**src/rtl/irda_rx_pkg.sv**
```systemverilog
package irda_rx_pkg;
  // Event produced by the edge stage for the timer
  typedef struct packed {
    logic fall;     // synchronised high-to-low transition
    logic blocked;  // echo gate is closing the path this cycle
  } rx_event_t;
endpackage

```
**src/rtl/irda_rx_sync.sv**
```systemverilog
module irda_rx_sync #(
  parameter int STAGES = 2
) (
  input  logic clk,
  input  logic rst_n,
  input  logic async_i,
  output logic sync_o
);
  logic [STAGES-1:0] chain;

  genvar g;
  generate
    for (g = 0; g < STAGES; g++) begin : g_stage
      if (g == 0) begin : g_first
        always_ff @(posedge clk or negedge rst_n) begin
          if (!rst_n) chain[0] <= 1'b1;
          else        chain[0] <= async_i;
        end
      end else begin : g_next
        always_ff @(posedge clk or negedge rst_n) begin
          if (!rst_n) chain[g] <= 1'b1;
          else        chain[g] <= chain[g-1];
        end
      end
    end
  endgenerate

  assign sync_o = chain[STAGES-1];
endmodule

```
**src/rtl/irda_rx_edge.sv**
```systemverilog
module irda_rx_edge
  import irda_rx_pkg::*;
(
  input  logic      clk,
  input  logic      rst_n,
  input  logic      sync_i,
  input  logic      echo_gate_en_i,
  input  logic      uart_tx_i,
  output rx_event_t ev_o,
  output logic      accept_o
);
  logic prev_q;

  always_ff @(posedge clk or negedge rst_n) begin
    if (!rst_n) prev_q <= 1'b1;
    else        prev_q <= sync_i;
  end

  assign ev_o.fall    = prev_q & ~sync_i;
  assign ev_o.blocked = echo_gate_en_i & ~uart_tx_i;
  assign accept_o     = ev_o.fall & ~ev_o.blocked;
endmodule

```
**src/rtl/irda_rx_timer.sv**
```systemverilog
module irda_rx_timer #(
  parameter int CNT_W = 16
) (
  input  logic             clk,
  input  logic             rst_n,
  input  logic             accept_i,
  input  logic [CNT_W-1:0] bit_period_i,
  output logic             active_o
);
  localparam logic [CNT_W-1:0] ONE = CNT_W'(1);

  // A zero period is stretched to one cycle so every accepted edge shows up
  function automatic logic [CNT_W-1:0] load_value(input logic [CNT_W-1:0] p);
    return (p == '0) ? ONE : p;
  endfunction

  logic [CNT_W-1:0] rem_q;
  logic             active_q;

  always_ff @(posedge clk or negedge rst_n) begin
    if (!rst_n) begin
      rem_q    <= '0;
      active_q <= 1'b0;
    end else if (accept_i) begin
      rem_q    <= load_value(bit_period_i);
      active_q <= 1'b1;
    end else if (active_q) begin
      if (rem_q == ONE) begin
        rem_q    <= '0;
        active_q <= 1'b0;
      end else begin
        rem_q <= rem_q - ONE;
      end
    end
  end

  assign active_o = active_q;

  assert_start_R2: assert property (@(posedge clk) disable iff (!rst_n)
    accept_i |=> active_q);

  assert_countdown_R3: assert property (@(posedge clk) disable iff (!rst_n)
    (active_q && !accept_i && rem_q > ONE) |=> (active_q && rem_q == $past(rem_q) - ONE));

  assert_expire_R3: assert property (@(posedge clk) disable iff (!rst_n)
    (active_q && !accept_i && rem_q == ONE) |=> !active_q);

  assert_no_start_R4: assert property (@(posedge clk) disable iff (!rst_n)
    (!active_q && !accept_i) |=> !active_q);
endmodule

```
**src/rtl/irda_rx_stretcher.sv**
```systemverilog
module irda_rx_stretcher
  import irda_rx_pkg::*;
#(
  parameter int CNT_W       = 16,
  parameter int SYNC_STAGES = 2
) (
  input  logic             clk,
  input  logic             rst_n,
  input  logic             ir_rx_n,
  input  logic [CNT_W-1:0] bit_period,
  input  logic             uart_tx,
  input  logic             echo_gate_en,
  output logic             uart_rx,
  output logic             rx_led_n
);
  logic      ir_sync;
  rx_event_t ev;
  logic      accept;
  logic      active;

  irda_rx_sync #(.STAGES(SYNC_STAGES)) u_sync (
    .clk     (clk),
    .rst_n   (rst_n),
    .async_i (ir_rx_n),
    .sync_o  (ir_sync)
  );

  irda_rx_edge u_edge (
    .clk            (clk),
    .rst_n          (rst_n),
    .sync_i         (ir_sync),
    .echo_gate_en_i (echo_gate_en),
    .uart_tx_i      (uart_tx),
    .ev_o           (ev),
    .accept_o       (accept)
  );

  irda_rx_timer #(.CNT_W(CNT_W)) u_timer (
    .clk          (clk),
    .rst_n        (rst_n),
    .accept_i     (accept),
    .bit_period_i (bit_period),
    .active_o     (active)
  );

  assign uart_rx  = ~active;
  assign rx_led_n = ~active;

  assert_echo_drop_R6: assert property (@(posedge clk) disable iff (!rst_n)
    (echo_gate_en && !uart_tx && uart_rx) |=> uart_rx);

  assert_edge_low_R2: assert property (@(posedge clk) disable iff (!rst_n)
    (ev.fall && !ev.blocked) |=> !uart_rx);
endmodule

```
**config.mk**
```make
export PLATFORM = sky130hd
export DESIGN_NAME = irda_rx_stretcher
export DESIGN_NICKNAME = d
export VERILOG_FILES = /design/src/rtl/irda_rx_pkg.sv /design/src/rtl/irda_rx_sync.sv /design/src/rtl/irda_rx_edge.sv /design/src/rtl/irda_rx_timer.sv /design/src/rtl/irda_rx_stretcher.sv
export SDC_FILE = /design/constraint.sdc
export NUM_CORES = 1
export LEC_CHECK = 0
export CORE_UTILIZATION = 24
export DETAILED_ROUTE_END_ITERATION = 8
export PLACE_DENSITY = 0.53
export SETUP_SLACK_MARGIN = 0.4
export SLEW_MARGIN = 20
export SYNTH_ARGS = -nofsm -noshare
export SYNTH_HDL_FRONTEND = slang
export SYNTH_SLANG_ARGS = --single-unit
```
**constraint.sdc**
```tcl
create_clock -name clk -period 1.9 [get_ports clk]
set_input_delay 0.38 -clock clk [delete_from_list [all_inputs] [get_ports clk]]
set_output_delay 0.38 -clock clk [all_outputs]
set_load 0.01 [all_outputs]
```
==> flow_metrics.tcl <==
set metrics [dict create \
    io_pins 23 \
    clk_latency_ns 0.27 \
    synth_fa_ha_area_share_pct 1.961 \
    crit_slowest_cell "or4_4" \
    multi_input_area_um2 934.6 \
    hold_depth 0 \
    clock_path_buffers 2 \
    fin_util_pct 44.24 \
    overflow 0 \
    critical_path_class "register to register" \
    final-instance-count-excl-fill 286 \
    mostFrequentLayoutCell "buf_4" \
    syn2layout_area_growth_pct 77.06 \
    rsz0062_at_grt "yes" \
    fill_cells 500 \
    grt_pass1_wl_um 6831 \
    finalCriticalPeriod_ns 1.962 \
    numCtsBuffers 3 \
    maxCapViolCount 0 \
    finalWirelength_um 4454 \
    row_count 26 \
    yosysSeqAreaShare_pct 39.51 \
    hold-path-endpoint "u_sync.sync_o" \
    regArea_um2 505.5 \
    crit_fanout 2 \
    crit_chain "inv_2 -> ha_4 -> or3b_4 -> or4_4 -> or3_1 -> a21oi_1" \
    worst_slew_pin_slew_ns 0.5939 \
    antenna_found_initial 0 \
    setup_slack_ns -0.06191 \
    die_y_um 74.92 \
    dp_hpwl_um 3029 \
    p_per_area_nw_per_um2 880.5 \
    worstSetupEndpointType "register" \
    slew_headroom_pct 60.04 \
    timing.rr.start "u_timer.rem_q[0]" \
    grt_max_degree 21 \
    synth_cells 150 \
    fin_nets 240 \
    synth_edf_count 0 \
    slew_viol_final 0 \
    first_iter_violations 70 \
    synth-simple-area-share_pct 29.71 \
    drc 0 \
    insertedDiodeCount 0 \
    critical_path_arrival_ns 2.16 \
    dpl_cell_area_um2 1848 \
    clk_pin_slew_worst_paths_ns 0.09 \
    syn-num-nets 173 \
    die_w_um 74.92 \
    r2r_slack_ns -0.06 \
    setup_viol 3 \
    finalPower_mw 1.990 \
    first_pass_iters 4 \
    initial_utilization_pct 24.99 \
    postRouteAntennaNets 0 \
    die_area_um2 5613 \
    synthXorXnorAreaFrac_pct 0.6863 \
    violations "negative setup slack" \
    max-vdd-ir-drop_v 0.0003848 \
    synth_area_um2 1276 \
    synth_compound_area_share_pct 20.88 \
    dp_cells 264 \
    min_period_over_period_pct 103.3 \
    drive_gt1_share_pct 48.61 \
    htreeDepth 1 \
    ys_ff_latch 20 \
    finalHoldViolations 0 \
    grt_usage_pct 16.66 \
    fin_skew_ns 0.005048 \
    vias 1416 \
    cts.sinks 20 \
    grt_pass1_vias 1380 \
    routed_via_density 4.951 \
    synthFlopType "dfrtp_1" \
    globalplace.congestion 0.7880 \
    coreArea_um2 5107 \
    r2r_cells 6 \
    hold_path.class "register to register" \
    yosysWarnings 0 \
    hp-start "u_sync.chain[0]" \
    avgSynthCellArea_um2 8.508 \
    port_buffers 22 \
    synthMuxAreaShare_pct 1.569 \
    root_buffer "clkbuf_8" \
    fmax_mhz 509.7 \
    final_cell_mix "buf_4, clkdlybuf4s50_1, dfrtp_1, nor2_1, buf_6" \
    leakage_nw 0.8949 \
    synth_top_family_by_area "simple AND/OR/NAND/NOR gates" \
    crit_path_max_incr_delay_ns 0.48 \
    wire_per_inst_um 15.57 \
    fin_setup_tns_ns -0.09026 \
    worst_setup_path_start_kind "register" \
    outcome "finished with violations" \
    crit-reg2reg-capture "u_timer.rem_q[8]" \
    async_flop_share_pct 100.0 \
    final_cell_area_um2 2260 \
    cts_tree "done" \
    required_ns 2.10 \
    ys_types 46 \
]
-- critical path: cells and delay by family, from the launching register on --
family / cells / cell delay [ns]
and+or+nand+nor: 3 / 1.17
DFF: 1 / 0.39
adders and majority gates: 1 / 0.13
AOI/OAI and AO/OA: 1 / 0.12
buffers and inverters: 1 / 0.08
-- power breakdown --
group / internal [mW] / leakage (nW) / switching (mW) / total, mW
registers: 0.534 / 0.226 / 0.101 / 0.635
clock network: 0.185 / 0.0288 / 0.162 / 0.347
logic: 0.536 / 0.640 / 0.471 / 1.01
-- per-stage QoR --
| stage | setup WS [ns] | hold slack [ns] |
|---|---|---|
| after floorplan | -0.1664 | 0.08441 |
| after global placement | -0.07089 | 0.3456 |
| after detailed placement | -0.06811 | 0.3481 |
| after CTS | -0.06085 | 0.3606 |
| after global routing | -0.1302 | 0.3655 |
| final | -0.06191 | 0.3594 |
-- cell families (layout without fill, tap and decap cells) --
logic type,Yosys count,in the layout
buffers and inverters,16,82
flip-flops,20,20
adder cells (fa/ha/maj),2,2
XOR/XNOR,1,1
AO/OA/AOI/OAI,40,40
multiplexers,2,2
AND/OR/NAND/NOR,69,69
-- cell type report --
class	count	area share, %
well taps	70	3.876
multi-input cells	114	41.36
clock buffers	4	2.436
inverters	4	0.6645
repair buffers	74	29.29
flip-flops and latches	20	22.37
-- how the worst max path moves through the flow --
stage,startpoint,endpoint
finish,u_timer.rem_q[0],u_timer.rem_q[8]
global route,u_timer.rem_q[0],u_timer.rem_q[8]
CTS,u_timer.rem_q[1],u_timer.rem_q[8]
detailed placement,uart_tx,u_timer.rem_q[2]
global placement,uart_tx,u_timer.rem_q[3]
floorplan,u_timer.rem_q[0],u_timer.rem_q[8]
-- routing by layer --
metal,wire (µm),vias to the layer above,part of all wire (%),track usage (%)
met5,0,-,0,0
met4,88,0,2.0,5.031
met3,206,8,4.6,2.008
met2,2232,40,50,29.33
met1,1926,668,43,21.32
li1,-,700,-,-
-- cells in the mapped netlist, types with 3 or more instances --
library cell,count,area (µm²)
a21oi_1,11,55.05
clkbuf_1,9,33.78
dfrtp_1,17,425.4
dfstp_2,3,78.83
inv_1,4,15.01
nand2_1,9,33.78
nand3_1,6,30.03
nor2_1,18,67.56
nor3_1,5,25.02
nor4_1,9,56.30
o21ai_0,6,30.03
o31ai_1,4,30.03
or3_1,7,43.79
-- registers in the layout, summed over array words and instances, names as in the netlist --
register          flops
u_edge.prev_q         1
u_sync.chain          1
u_sync.sync_o         1
u_timer.active_o      1
u_timer.rem_q        16
-- repair_timing --
action | CTS | global route
resized for setup | 27 | 36
pin swaps | 7 | 13
setup endpoints to repair | 19 | 18
hold buffers | 0 | 0
setup buffers | 9 | 9
gates cloned | 0 | 0
Note: power is estimated with default switching activity, not from simulation.
